**config.mk**
```make
export PLATFORM = sky130hd
export DESIGN_NAME = ea_unit
export DESIGN_NICKNAME = d
export VERILOG_FILES = /design/src/rtl/ea_pkg.sv /design/src/rtl/ea_calc.sv /design/src/rtl/ea_xr_reg.sv /design/src/rtl/ea_out_stage.sv /design/src/rtl/ea_unit.sv
export SDC_FILE = /design/constraint.sdc
export NUM_CORES = 1
export LEC_CHECK = 0
export ABC_CLOCK_PERIOD_IN_PS = 4540
export BUFFER_PORTS_ARGS = -buffer_cell sky130_fd_sc_hd__buf_2
export CORE_ASPECT_RATIO = 2
export CORE_MARGIN = 2
export CORE_UTILIZATION = 55
export CTS_CLUSTER_DIAMETER = 60
export DETAILED_ROUTE_END_ITERATION = 10
export PLACE_DENSITY_LB_ADDON = 0.1
export RECOVER_POWER = 100
export SYNTH_ARGS = -nofsm -noshare
export SYNTH_HDL_FRONTEND = slang
export SYNTH_SLANG_ARGS = --single-unit
```
**constraint.sdc**
```tcl
create_clock -name clk -period 4.54 [get_ports clk]
set_clock_uncertainty 0.2 [all_clocks]
set_input_delay 0.227 -clock clk [delete_from_list [all_inputs] [get_ports clk]]
set_output_delay 0.227 -clock clk [all_outputs]
set_load 0.01 [all_outputs]
```
**src/rtl/ea_pkg.sv**
```systemverilog
package ea_pkg;
  typedef enum logic [1:0] {
    EA_DIRECT  = 2'd0,
    EA_INDEXED = 2'd1,
    EA_POSTINC = 2'd2,
    EA_PREDEC  = 2'd3
  } ea_mode_e;
endpackage

```
**src/rtl/ea_calc.sv**
```systemverilog
// Combinational address sum and proposed index register update.
module ea_calc
  import ea_pkg::*;
#(
  parameter int XR_W  = 32,
  parameter int ADR_W = 10
) (
  input  ea_mode_e          mode,
  input  logic [ADR_W-1:0]  adr,
  input  logic [XR_W-1:0]   xr,
  output logic [XR_W-1:0]   sum,
  output logic [XR_W-1:0]   xr_next,
  output logic              xr_touch
);
  localparam int PAD_W = XR_W - ADR_W;

  logic [XR_W-1:0] adr_ext;
  logic [XR_W-1:0] xr_inc;
  logic [XR_W-1:0] xr_dec;
  logic [XR_W-1:0] offset;

  generate
    if (PAD_W > 0) begin : g_pad
      assign adr_ext = {{PAD_W{1'b0}}, adr};
    end else begin : g_nopad
      assign adr_ext = adr[XR_W-1:0];
    end
  endgenerate

  assign xr_inc = xr + {{(XR_W-1){1'b0}}, 1'b1};
  assign xr_dec = xr - {{(XR_W-1){1'b0}}, 1'b1};

  always_comb begin
    offset   = xr;
    xr_next  = xr;
    xr_touch = 1'b0;
    unique case (mode)
      EA_DIRECT:  offset = '0;
      EA_INDEXED: offset = xr;
      EA_POSTINC: begin
        offset   = xr;
        xr_next  = xr_inc;
        xr_touch = 1'b1;
      end
      EA_PREDEC: begin
        offset   = xr_dec;
        xr_next  = xr_dec;
        xr_touch = 1'b1;
      end
      default: offset = '0;
    endcase
  end

  assign sum = adr_ext + offset;
endmodule

```
**src/rtl/ea_xr_reg.sv**
```systemverilog
// Index register with a direct load that overrides the automatic update.
module ea_xr_reg #(
  parameter int XR_W = 32
) (
  input  logic            clk,
  input  logic            rst_n,
  input  logic            load_en,
  input  logic [XR_W-1:0] load_data,
  input  logic            upd_en,
  input  logic [XR_W-1:0] upd_data,
  output logic [XR_W-1:0] xr_q
);
  always_ff @(posedge clk) begin
    if (!rst_n)       xr_q <= '0;
    else if (load_en) xr_q <= load_data;
    else if (upd_en)  xr_q <= upd_data;
  end


  load_wins_chk: assert property (@(posedge clk) disable iff (!rst_n)
    load_en |=> xr_q == $past(load_data));


  xr_hold_chk: assert property (@(posedge clk) disable iff (!rst_n)
    (!load_en && !upd_en) |=> $stable(xr_q));
endmodule

```
**src/rtl/ea_out_stage.sv**
```systemverilog
// Single output register with valid/ready hand-off.
module ea_out_stage #(
  parameter int XR_W = 32
) (
  input  logic            clk,
  input  logic            rst_n,
  input  logic            in_valid,
  output logic            in_ready,
  input  logic [XR_W-1:0] in_sum,
  output logic            out_valid,
  input  logic            out_ready,
  output logic [XR_W-1:0] out_sum
);
  logic take;

  assign in_ready = !out_valid || out_ready;
  assign take     = in_valid && in_ready;

  always_ff @(posedge clk) begin
    if (!rst_n) begin
      out_valid <= 1'b0;
      out_sum   <= '0;
    end else begin
      if (take)           out_valid <= 1'b1;
      else if (out_ready) out_valid <= 1'b0;
      if (take)           out_sum   <= in_sum;
    end
  end


  hold_stable_chk: assert property (@(posedge clk) disable iff (!rst_n)
    (out_valid && !out_ready) |=> (out_valid && $stable(out_sum)));
endmodule

```
**src/rtl/ea_unit.sv**
```systemverilog
module ea_unit
  import ea_pkg::*;
#(
  parameter int XR_W  = 32,
  parameter int ADR_W = 10
) (
  input  logic             clk,
  input  logic             rst_n,
  input  logic             req_valid,
  output logic             req_ready,
  input  logic [1:0]       req_mode,
  input  logic [ADR_W-1:0] req_adr,
  input  logic             xr_load_en,
  input  logic [XR_W-1:0]  xr_load_data,
  output logic             res_valid,
  input  logic             res_ready,
  output logic [ADR_W-1:0] res_mem_addr,
  output logic [XR_W-1:0]  res_sum,
  output logic [XR_W-1:0]  xr_q
);
  logic [XR_W-1:0] calc_sum;
  logic [XR_W-1:0] calc_xr;
  logic            calc_touch;
  logic            fire;
  ea_mode_e        mode_e;

  assign mode_e = ea_mode_e'(req_mode);
  assign fire   = req_valid && req_ready;

  ea_calc #(.XR_W(XR_W), .ADR_W(ADR_W)) u_calc (
    .mode     (mode_e),
    .adr      (req_adr),
    .xr       (xr_q),
    .sum      (calc_sum),
    .xr_next  (calc_xr),
    .xr_touch (calc_touch)
  );

  ea_xr_reg #(.XR_W(XR_W)) u_xr (
    .clk       (clk),
    .rst_n     (rst_n),
    .load_en   (xr_load_en),
    .load_data (xr_load_data),
    .upd_en    (fire && calc_touch),
    .upd_data  (calc_xr),
    .xr_q      (xr_q)
  );

  ea_out_stage #(.XR_W(XR_W)) u_out (
    .clk       (clk),
    .rst_n     (rst_n),
    .in_valid  (req_valid),
    .in_ready  (req_ready),
    .in_sum    (calc_sum),
    .out_valid (res_valid),
    .out_ready (res_ready),
    .out_sum   (res_sum)
  );

  assign res_mem_addr = res_sum[ADR_W-1:0];


  direct_sum_chk: assert property (@(posedge clk) disable iff (!rst_n)
    (fire && req_mode == 2'd0) |=> res_sum == XR_W'($past(req_adr)));


  postinc_xr_chk: assert property (@(posedge clk) disable iff (!rst_n)
    (fire && req_mode == 2'd2 && !xr_load_en) |=> xr_q == $past(xr_q) + 1);


  predec_sum_chk: assert property (@(posedge clk) disable iff (!rst_n)
    (fire && req_mode == 2'd3 && !xr_load_en) |=> res_sum == XR_W'(req_adr) + xr_q
      || !$stable(req_adr));
endmodule

```
# After elaboration in Yosys (flattened, before gate mapping)
# Index checks and enable logic that the tools add are counted.
[totals]
ff_bits = 65
input_bits = 49
output_inout_bits = 76
wordCells = 27
[op_classes]
addsub = 3
eq_ne = 3
mux = 7
reduce_logical = 11
[op_table]
columns = ["cell", "count"]
rows = [
  ["32-bit case mux with 3 select lines", 1],
  ["32-bit two-way mux", 2],
  ["32-bit case mux with 2 select lines", 1],
  ["10-bit by 32-bit adder with 32-bit output", 1],
  ["32-bit by 1-bit adder with 32-bit output, second input constant", 1],
  ["32-bit by 1-bit subtractor with 32-bit output, second input constant", 1],
  ["2-bit equality test, second input constant", 2],
  ["2-bit nonzero test", 2],
  ["2-bit OR reduction", 2],
  ["1-bit two-way mux", 3],
  ["3-bit nonzero test", 1],
  ["2-bit by 1-bit equality test with 1-bit output, second input constant", 1],
  ["1-bit logical AND", 2],
  ["2-bit logical NOT", 1],
  ["2-bit AND reduction", 1],
  ["1-bit logical NOT", 1],
  ["1-bit logical OR", 1],
]

# Longest topological paths before layout
# Gate-level depths: netlist of the first run.
[depth]
depth_word = 6
mapped_depth = 18
mapped_depth_nobuf = 16

# Cells and area by module
# From an unflattened synthesis of the first run, not the netlist that was laid out.
[unflattened]
cells_unflattened = 882
area_unflattened_um2 = 6852.8
[by_module_without_submodules]
columns = ["module", "n_inst", "cells_per_inst", "area_per_inst_um2"]
rows = [
  ["ea_calc", 1, 586, 3636.0],
  ["ea_xr_reg", 1, 141, 1778.0],
  ["ea_out_stage", 1, 144, 1357.6],
  ["ea_unit", 1, 11, 81.3],
]

# Least setup slack after synthesis of the first run
# OpenSTA, ideal clock, no wires.
[synth_timing]
path_type = "input-to-reg"
from = "input req_mode[0]"
to = "register u_out.out_sum[31]"
setup_time_ps = 87
arrival_time_ps = 3631
required_time_ps = 4253
path_slack_ps = 622
cell_stages = 17
n_path_buf = 4
cell_sequence = "ha_1 clkbuf_1 clkbuf_1 clkbuf_1 buf_1 a21oi_1 mux2_2 nor2_1 ha_1 nand4_1 nor2_1 o211ai_1 a21boi_0 nand2_1 nor3_2 a31oi_1 o31ai_1"
[synth_via]
elab_chain_len = 4
[synth_rtl]
columns = ["item", "line", "rtl"]
rows = [
  ["start, declared", "ea_unit.sv:11", "input logic [1:0] req_mode,"],
  ["2-bit by 1-bit equality test with 1-bit output / 2-bit equality test (equally long branches)", "ea_calc.sv:37", "unique case (mode)"],
  ["2-bit OR reduction (no source line)", "n/a", ""],
  ["32-bit case mux with 3 select lines *", "ea_calc.sv:37", ""],
  ["10-bit by 32-bit adder with 32-bit output *", "ea_calc.sv:54", "assign sum = adr_ext + offset;"],
  ["end signal, assigned", "ea_out_stage.sv:26", "if (take) out_sum <= in_sum;"],
  ["end, declared", "ea_out_stage.sv:12", "output logic [XR_W-1:0] out_sum"],
]
# Mark *: on every way between the ends. The rest lies on a longest branch, timed or not.
# A chain may end at the register's enable or synchronous reset.

# Final worst setup path of the first run
[layout_timing]
from = "register u_xr.xr_q[0]"
to = "register u_out.out_sum[17]"
[layout_via]
elab_chain_len = 3
[layout_rtl]
columns = ["item", "line", "rtl"]
rows = [
  ["start, declared", "ea_xr_reg.sv:11", "output logic [XR_W-1:0] xr_q"],
  ["start signal, assigned", "ea_xr_reg.sv:15", "else if (load_en) xr_q <= load_data;"],
  ["start signal, assigned", "ea_xr_reg.sv:16", "else if (upd_en) xr_q <= upd_data;"],
  ["32-bit by 1-bit subtractor with 32-bit output", "ea_calc.sv:31", "assign xr_dec = xr - {{(XR_W-1){1'b0}}, 1'b1};"],
  ["32-bit case mux with 3 select lines *", "ea_calc.sv:37", ""],
  ["10-bit by 32-bit adder with 32-bit output *", "ea_calc.sv:54", ""],
]
# Marks and branches as above.

==> results of run 1 <==
-- cell families (layout without fill, tap and decap cells) --
| logic type | Yosys count | count (layout) | synth area share (%) |
|---|---|---|---|
| AND/OR/NAND/NOR | 331 | 331 | 32.19 |
| AO/OA/AOI/OAI | 197 | 197 | 23.08 |
| buffers and inverters | 94 | 212 | 7.547 |
| flip-flops | 65 | 65 | 24.15 |
| XOR/XNOR | 46 | 46 | 7.478 |
| adder cells (fa/ha/maj) | 16 | 16 | 3.855 |
| multiplexers | 9 | 9 | 1.695 |
-- layer usage --
| layer | vias up | global-route usage [%] |
|---|---|---|
| met5 | - | 0 |
| met4 | 0 | 15.31 |
| met3 | 45 | 4.878 |
| met2 | 268 | 56.91 |
| met1 | 2752 | 36.69 |
| li1 | 2973 | - |
-- cell usage after synthesis, drive strengths merged, types with 3 or more instances --
| cell | n | share of area, % |
|---|---|---|
| nor2 | 83 | 5.8 |
| nand2 | 71 | 4.9 |
| a21oi | 66 | 6.1 |
| dfxtp | 65 | 24 |
| clkbuf | 56 | 3.9 |
| o21ai | 44 | 4.1 |
| nand3 | 35 | 3.3 |
| xnor2 | 28 | 4.6 |
| nand4 | 23 | 2.8 |
| inv | 22 | 1.5 |
| nor3 | 22 | 2.1 |
| nor4 | 18 | 2.3 |
| xor2 | 18 | 2.9 |
| buf | 16 | 2.1 |
| ha | 15 | 3.5 |
| or3 | 15 | 1.8 |
| a211oi | 14 | 2.0 |
| a31oi | 12 | 1.4 |
| or4 | 12 | 1.8 |
| a311oi | 11 | 1.8 |
| and3 | 10 | 1.2 |
| mux2i | 8 | 1.5 |
| nand2b | 8 | 0.93 |
| o211ai | 7 | 0.98 |
| o31ai | 7 | 0.98 |
| and2 | 6 | 0.72 |
| or2 | 6 | 0.74 |
| and4 | 5 | 0.81 |
| nor4b | 5 | 1.0 |
| a21o | 4 | 0.56 |
| a41oi | 4 | 0.65 |
| nor2b | 4 | 0.46 |
| o21bai | 3 | 0.42 |
| or4b | 3 | 0.56 |
-- cell type report --
class	instances	area [um2]
Multi-Input combinational cell	599	3701
Fill cell	910	3149
Sequential cell	65	1301
Timing Repair Buffer	176	965.9
Clock buffer	11	252.7
Tap cell	132	165.2
Inverter	22	82.58
Clock inverter	3	17.52
-- final timing paths --
kind	start	endpoint	slack, ns	cells after the start
setup reg to reg	u_xr.xr_q[0]	u_out.out_sum[17]	0.36	15
hold reg to reg	u_out.out_sum[31]	u_out.out_sum[31]	0.26	2
setup / recovery	u_xr.xr_q[0]	u_out.out_sum[17]	0.36	15
hold / removal	res_ready	u_out.out_valid	0.04	3
-- timing repair --
| action | in CTS | in global routing |
|---|---|---|
| cloned | 0 | 0 |
| hold endpoints to repair | 31 | 0 |
| hold buffers | 31 | 0 |
| setup buffers | 0 | 0 |
| gates resized for setup | 1 | 3 |
| pin swaps | 0 | 1 |
| setup endpoints to repair | 4 | 8 |
-- worst min-delay path, stage by stage --
cell	delay, ns
sky130_fd_sc_hd__buf_2	0.07
sky130_fd_sc_hd__nand2b_1	0.14
sky130_fd_sc_hd__a21oi_1	0.08
-- cells in the final DEF, fill, tap and decap left out, types with 9 or more instances in the layout --
master,synthesis,final
sky130_fd_sc_hd__xnor2_1,28,28
sky130_fd_sc_hd__nand2_1,71,71
sky130_fd_sc_hd__xor2_1,18,18
sky130_fd_sc_hd__inv_1,21,22
sky130_fd_sc_hd__nor2_1,82,82
sky130_fd_sc_hd__clkbuf_1,56,82
sky130_fd_sc_hd__a311oi_1,11,11
sky130_fd_sc_hd__buf_4,10,13
sky130_fd_sc_hd__clkbuf_16,0,9
sky130_fd_sc_hd__nand4_1,22,22
sky130_fd_sc_hd__nor4_1,16,16
sky130_fd_sc_hd__ha_1,15,15
sky130_fd_sc_hd__dfxtp_1,65,65
sky130_fd_sc_hd__o21ai_0,44,44
sky130_fd_sc_hd__dlygate4sd3_1,0,31
sky130_fd_sc_hd__nor3_1,21,21
sky130_fd_sc_hd__a31oi_1,12,12
sky130_fd_sc_hd__buf_2,1,50
sky130_fd_sc_hd__a21oi_1,66,66
sky130_fd_sc_hd__or4_1,10,10
sky130_fd_sc_hd__or3_1,14,14
sky130_fd_sc_hd__nand3_1,34,34
sky130_fd_sc_hd__a211oi_1,13,13
sky130_fd_sc_hd__and3_1,9,9
-- through the flow --
stage / instance area (um2) / util, % / power [mW]
4_1_cts: 6596 / 68.46 / 1.826
3_5_place_dp: 6007 / 62.34 / 1.162
2_1_floorplan: 5388 / - / 1.014
5_1_grt: 6486 / 67.32 / 1.897
3_3_place_gp: 6007 / 62.34 / 1.152
6_report: 6486 / 67.32 / 1.806
-- sequential cells by signal, summed over array words and instances, names as in the netlist --
signal / cells
u_out.out_valid: 1
u_out.out_sum: 32
u_xr.xr_q: 32
-- where the power goes --
part | total, mW | internal, mW | switching [mW]
Clock | 0.635 | 0.390 | 0.245
Sequential | 0.672 | 0.611 | 0.0605
Combinational | 0.499 | 0.199 | 0.300
==> implementation parameters, run 1 <==
Parameter                              Value

Clocking
  Maximum level of the CTS H-tree ... 3
  TritonCTS Buffers ... 9
  Clock transition at path regs ... 0.05 ns
  Clock tree root driver cell ... sky130_fd_sc_hd__clkbuf_16
  Worst-skew pair later-pin latency ... 0.34 ns
  Clock tree from TritonCTS ... done
  Clock Sinks ... 65
  Buffers from clock root to sink, at most ... 2

GRT
  Initial antenna violation count ... 0
  Global-route wire length before repair ... 27110 um
  Vias in the first global route ... 5639
  GR Overflow Total ... 0
  Pin count of the biggest net entering global routing ... 46
  Gr usage total ... 32.21%

Worst setup path
  Data required time at the worst endpoint ... 4.57 ns
  Critical path startpoint category ... register
  Chain of cells forming the critical path ... inv_1 > ha_1 > or4b_2 > o21ai_0 > nand3_1 > o21ai_0 > nor2_1 > ha_1 > nand4_1 > nor2_1 > o211ai_1 > a21boi_1 > nand2_1 > or3_1 > a311oi_1
  Delay of the slowest critical-path stage ... 0.63 ns
  Largest fanout of any net on the critical path ... 9
  Top cell family by delay on the critical path ... simple AND/OR/NAND/NOR gates
  Setup Crit Path Kind ... reg -> reg
  Buf/Inv on CP ... 1
  Critical-path top delay cell ... sky130_fd_sc_hd__or4b_2
  Critical path endpoint category ... register
  Worst Path Arrival ... 4.21 ns

Timing
  Transition time at the pin with the least slew margin ... 1.431 ns
  Post-route worst setup slack ... 0.3552 ns
  Hold slack final ... 0.03887 ns
  Worst slew slack as a fraction of its limit ... 4.479%
  Max-slew violation count ... 0
  RSZ-0062 raised after global routing ... no
  Sum of negative setup slack ... 0 ns
  Finish-stage setup viols ... 0
  Tcrit/Tclk final ... 92.18%
  Top achievable clock speed ... 0.2390 GHz
  Fin. Hold Viols ... 0
  Period minus WS final ... 4.185 ns

Route
  Via total after detailed routing ... 6038
  Initial DRC Count ... 311
  TritonRoute pass-1 iters ... 6
  DR DRC count ... 0
  Metal2 WL ... 8806 um
  Top sig layer ... met4
  Final WL ... 17080 um
  Via-to-Cell Ratio ... 5.990
  Average detailed-routed wire length per instance ... 16.95 um
  Post-route met1 wirelength ... 6782 um
  Number of antenna-violating nets in the routed design ... 0
  Met3 WL post-DR ... 938 um

Placement
  Inst Count DP ... 963
  Number of I/O port buffers ... 124
  Final estimated routing congestion in global placement ... 0.9327
  Estimated wirelength of the detail-placed design ... 12120 um
  Worst setup slack after placement ... -0.01099 ns

Die
  Effective utilization at floorplan ... 55.91%
  Overall die height ... 144.0 um
  Die footprint ... 10650 um2
  Core Box Area ... 9635 um2
  Standard-cell rows ... 51
  Ports placed on the boundary ... 125
  Die X-Extent ... 73.99 um

Synth
  Net count after synthesis ... 823
  Count of synthesis-stage warnings from yosys ... 0
  Syn_area_per_cell ... 7.108 um2
  Number of flops mapped to enable cells by yosys ... 0
  Yosys reg bits ... 65
  Async set-or-reset flop fraction in the synthesized netlist ... 0%
  Synthesized netlist cell count ... 758
  Ys flop type ... sky130_fd_sc_hd__dfxtp_1
  Library cells used by synthesis ... 74
  Post-synthesis instance area ... 5388 um2
  Fraction of the yosys area taken by sequential cells ... 24.15%

Run
  Max-Cap Viols ... 0

Outcome
  Run status ... completed

Pwr
  Peak ir drop on the vdd network ... 201.2 uV
  Total power density per cell area ... 278.5 nW/um2
  LEAKAGE ... 2.440 nW

Layout
  Antenna Cells ... 0
  Nets ... 938
  P&R area growth vs syn ... 20.39%
  Non-filler instance count after layout ... 1008
  Ratio of cells with drive above 1 in the final layout ... 11.99%

Worst hold path
  Min-Delay Path Class ... in -> reg
Power figures use the tool's default switching activity.
==> inputs of run 2 (changes only) <==
RECOVER_POWER = 25   (was 100)
==> implementation parameters, run 2 (same netlist as run 1, synthesis figures left out) <==
Parameter                              Value

Pwr
  Clock network power share ... 35.0% (-0.2 points)
  Switching power as a share of total power ... 33.24% (-0.28 points)
  Power spent charging and discharging nets ... 0.6026 mW (-0.49%)
  Power consumption ... 1.813 mW (+0.35%)
  Total power density per cell area ... 276.1 nW/um2 (-0.85%)
  Cell internal pwr ... 1.210 mW (+0.77%)
  Reg power frac ... 37.0% (-0.2 points)
  Peak ir drop on the vdd network ... 202.4 uV (+0.58%)
  LEAKAGE ... 2.615 nW (+7.2%)
  Comb pwr share ... 28.0% (+0.4 points)

Layout
  Commonest cells after routing, fill and taps aside ... sky130_fd_sc_hd__buf_2, sky130_fd_sc_hd__nor2_1, sky130_fd_sc_hd__nand2_1
  Non-filler instance count after layout ... 1008 (unchanged)
  Fin util ... 68.13% (+0.82 points)
  Area of all placed cells without fillers ... 6565 um2 (+1.2%)
  Nets ... 938 (unchanged)
  Antenna Cells ... 0 (unchanged)
  Most frequent standard cell in the layout excluding fill and tap cells ... sky130_fd_sc_hd__buf_2
  P&R area growth vs syn ... 21.85%
  Number of fill cells in the layout ... 875 (-3.8%)
  Largest registers ranked by flip-flop count ... u_out.out_sum (32), u_xr.xr_q (32), u_out.out_valid (1)
  Ratio of cells with drive above 1 in the final layout ... 17.47% (+5.5 points)

Timing
  Fin. Hold Viols ... 0 (unchanged)
  Period minus WS final ... 4.162 ns (-0.02273 ns)
  Tcrit/Tclk final ... 91.67% (-0.50 points)
  Finish-stage setup viols ... 0 (unchanged)
  Max-slew violation count ... 0 (unchanged)
  RSZ-0062 raised after global routing ... no
  Top achievable clock speed ... 0.2403 GHz (+0.55%)
  Post-route worst setup slack ... 0.3780 ns (+0.02273 ns)
  Worst slew slack as a fraction of its limit ... 30.99% (+27 points)
  Hold slack final ... 0.03471 ns (-0.004161 ns)
  Sum of negative setup slack ... 0 ns (unchanged)
  Transition time at the pin with the least slew margin ... 1.026 ns (-0.4055 ns)

Worst setup path
  Number of cells on the worst reg-to-reg path ... 16 (+1)
  Critical path startpoint category ... register
  Critical path endpoint category ... register
  Setup Crit Path Kind ... reg -> reg
  Largest fanout of any net on the critical path ... 9 (unchanged)
  Data required time at the worst endpoint ... 4.59 ns (+0.02 ns)
  R2r endpoint ... u_out.out_sum[31]
  Flop-to-flop setup slack ... 0.38 ns (+0.02 ns)
  Startpoint of the lowest-slack register-to-register path ... u_xr.xr_q[0]
  Worst Path Arrival ... 4.22 ns (about the same)

Die
  Core Box Area ... 9635 um2 (unchanged)
  Effective utilization at floorplan ... 55.91% (unchanged)
  Standard-cell rows ... 51 (unchanged)
  Overall die height ... 144.0 um (unchanged)
  Die X-Extent ... 73.99 um (unchanged)
  Ports placed on the boundary ... 125 (unchanged)
  Die footprint ... 10650 um2 (unchanged)

Route
  Via total after detailed routing ... 6045 (+0.12%)
  DR DRC count ... 0 (unchanged)
  Number of antenna-violating nets in the routed design ... 0 (unchanged)
  Initial DRC Count ... 318 (+2.3%)
  TritonRoute pass-1 iters ... 7 (+1)
  Final WL ... 17030 um (-0.30%)
  Average detailed-routed wire length per instance ... 16.89 um (-0.30%)
  Via-to-Cell Ratio ... 5.997 (+0.12%)

Placement
  Final estimated routing congestion in global placement ... 0.9327 (unchanged)
  Placed Area ... 6007 um2 (unchanged)
  Number of I/O port buffers ... 124 (unchanged)
  Estimated wirelength of the detail-placed design ... 12120 um (unchanged)
  Worst setup slack after placement ... -0.01099 ns (unchanged)
  Inst Count DP ... 963 (unchanged)

GRT
  GR Overflow Total ... 0 (unchanged)
  Pin count of the biggest net entering global routing ... 46 (unchanged)
  Global-route wire length before repair ... 27110 um (unchanged)
  Vias in the first global route ... 5639 (unchanged)
  Gr usage total ... 32.21% (unchanged)
  Initial antenna violation count ... 0 (unchanged)

Clocking
  TritonCTS Buffers ... 9 (unchanged)
  Clock tree from TritonCTS ... done
  Maximum level of the CTS H-tree ... 3 (unchanged)
  Clock tree root driver cell ... sky130_fd_sc_hd__clkbuf_16
  Worst-skew pair later-pin latency ... 0.34 ns (about the same)
  Clock Sinks ... 65 (unchanged)
  Buffers from clock root to sink, at most ... 2 (unchanged)
  Clock transition at path regs ... 0.05 ns (about the same)

Worst hold path
  Min-Delay Path Class ... in -> reg
  Instance count along the most critical hold path ... 3 (unchanged)
  Worst hold path startpoint ... res_ready
  Hold Path Sink ... u_out.out_valid

Run
  Max-Cap Viols ... 0 (unchanged)

Outcome
  Run status ... completed
run 2: cell types whose count changed in the layout (fill, tap and decap cells not counted):
| cell | previous run | this run |
|---|---|---|
| sky130_fd_sc_hd__inv_2 | 0 | 1 |
| sky130_fd_sc_hd__inv_1 | 22 | 21 |
| sky130_fd_sc_hd__buf_2 | 50 | 89 |
| sky130_fd_sc_hd__o21ai_1 | 0 | 1 |
| sky130_fd_sc_hd__o21ai_0 | 44 | 43 |
| sky130_fd_sc_hd__clkbuf_1 | 82 | 35 |
| sky130_fd_sc_hd__and2_1 | 3 | 5 |
| sky130_fd_sc_hd__buf_4 | 13 | 21 |
| sky130_fd_sc_hd__and2_0 | 2 | 0 |
run 2: worst max path at each step:
stage | start | to | depth (start not counted)
after floorplan | req_mode[0] | u_out.out_sum[31] | 17
after global placement | u_xr.xr_q[0] | u_out.out_sum[31] | 16
after detailed placement | u_xr.xr_q[0] | u_out.out_sum[31] | 16
after CTS | u_xr.xr_q[0] | u_out.out_sum[31] | 16
after global routing | u_xr.xr_q[0] | u_out.out_sum[31] | 16
final | u_xr.xr_q[0] | u_out.out_sum[31] | 16
run 2: layout make-up:
class | count | area, um2 | share of cell area, %
well taps | 132 | 165.2 | 2.516
inverters | 22 | 82.58 | 1.258
flip-flops and latches | 65 | 1301 | 19.82
multi-input cells | 599 | 3701 | 56.38
clock inverters | 3 | 17.52 | 0.2668
repair buffers | 176 | 1045 | 15.91
clock buffers | 11 | 252.7 | 3.850
run 2: worst max-delay path, stage by stage, from the launching register on:
cell	delay [ns]
sky130_fd_sc_hd__dfxtp_1	0.39
sky130_fd_sc_hd__inv_1	0.09
sky130_fd_sc_hd__ha_1	0.29
sky130_fd_sc_hd__or4b_2	0.64
sky130_fd_sc_hd__o21ai_0	0.17
sky130_fd_sc_hd__nand3_1	0.09
sky130_fd_sc_hd__o21ai_0	0.10
sky130_fd_sc_hd__nor2_1	0.06
sky130_fd_sc_hd__ha_1	0.39
sky130_fd_sc_hd__nand4_1	0.15
sky130_fd_sc_hd__nor2_1	0.16
sky130_fd_sc_hd__o211ai_1	0.12
sky130_fd_sc_hd__a21boi_1	0.30
sky130_fd_sc_hd__nand2_1	0.25
sky130_fd_sc_hd__nor3_4	0.33
sky130_fd_sc_hd__a31oi_1	0.13
sky130_fd_sc_hd__o31ai_1	0.22
run 2: metal layers:
layer | wire (um) | track usage (%) | share of wire, %
met1 | 6836 | 36.69 | 40
met2 | 8849 | 56.91 | 52
met3 | 856 | 4.878 | 5.0
met4 | 486 | 15.31 | 2.9
met5 | 0 | 0 | 0
run 2: what timing repair did:
item	4_1_cts	5_1_grt
setup buffers	0	0
gates cloned	0	0
resized for setup	1	3
hold buffers	31	0
pin swaps	0	1
endpoints found under the hold margin	31	0
setup endpoints to repair	4	8
run 2: power groups by stage:
stage	clock, mW	combinational, mW	sequential [mW]
after floorplan	0	0.345	0.668
after global placement	0	0.474	0.678
after detailed placement	0	0.482	0.680
after CTS	0.651	0.507	0.668
after global routing	0.670	0.559	0.678
final	0.633	0.508	0.671
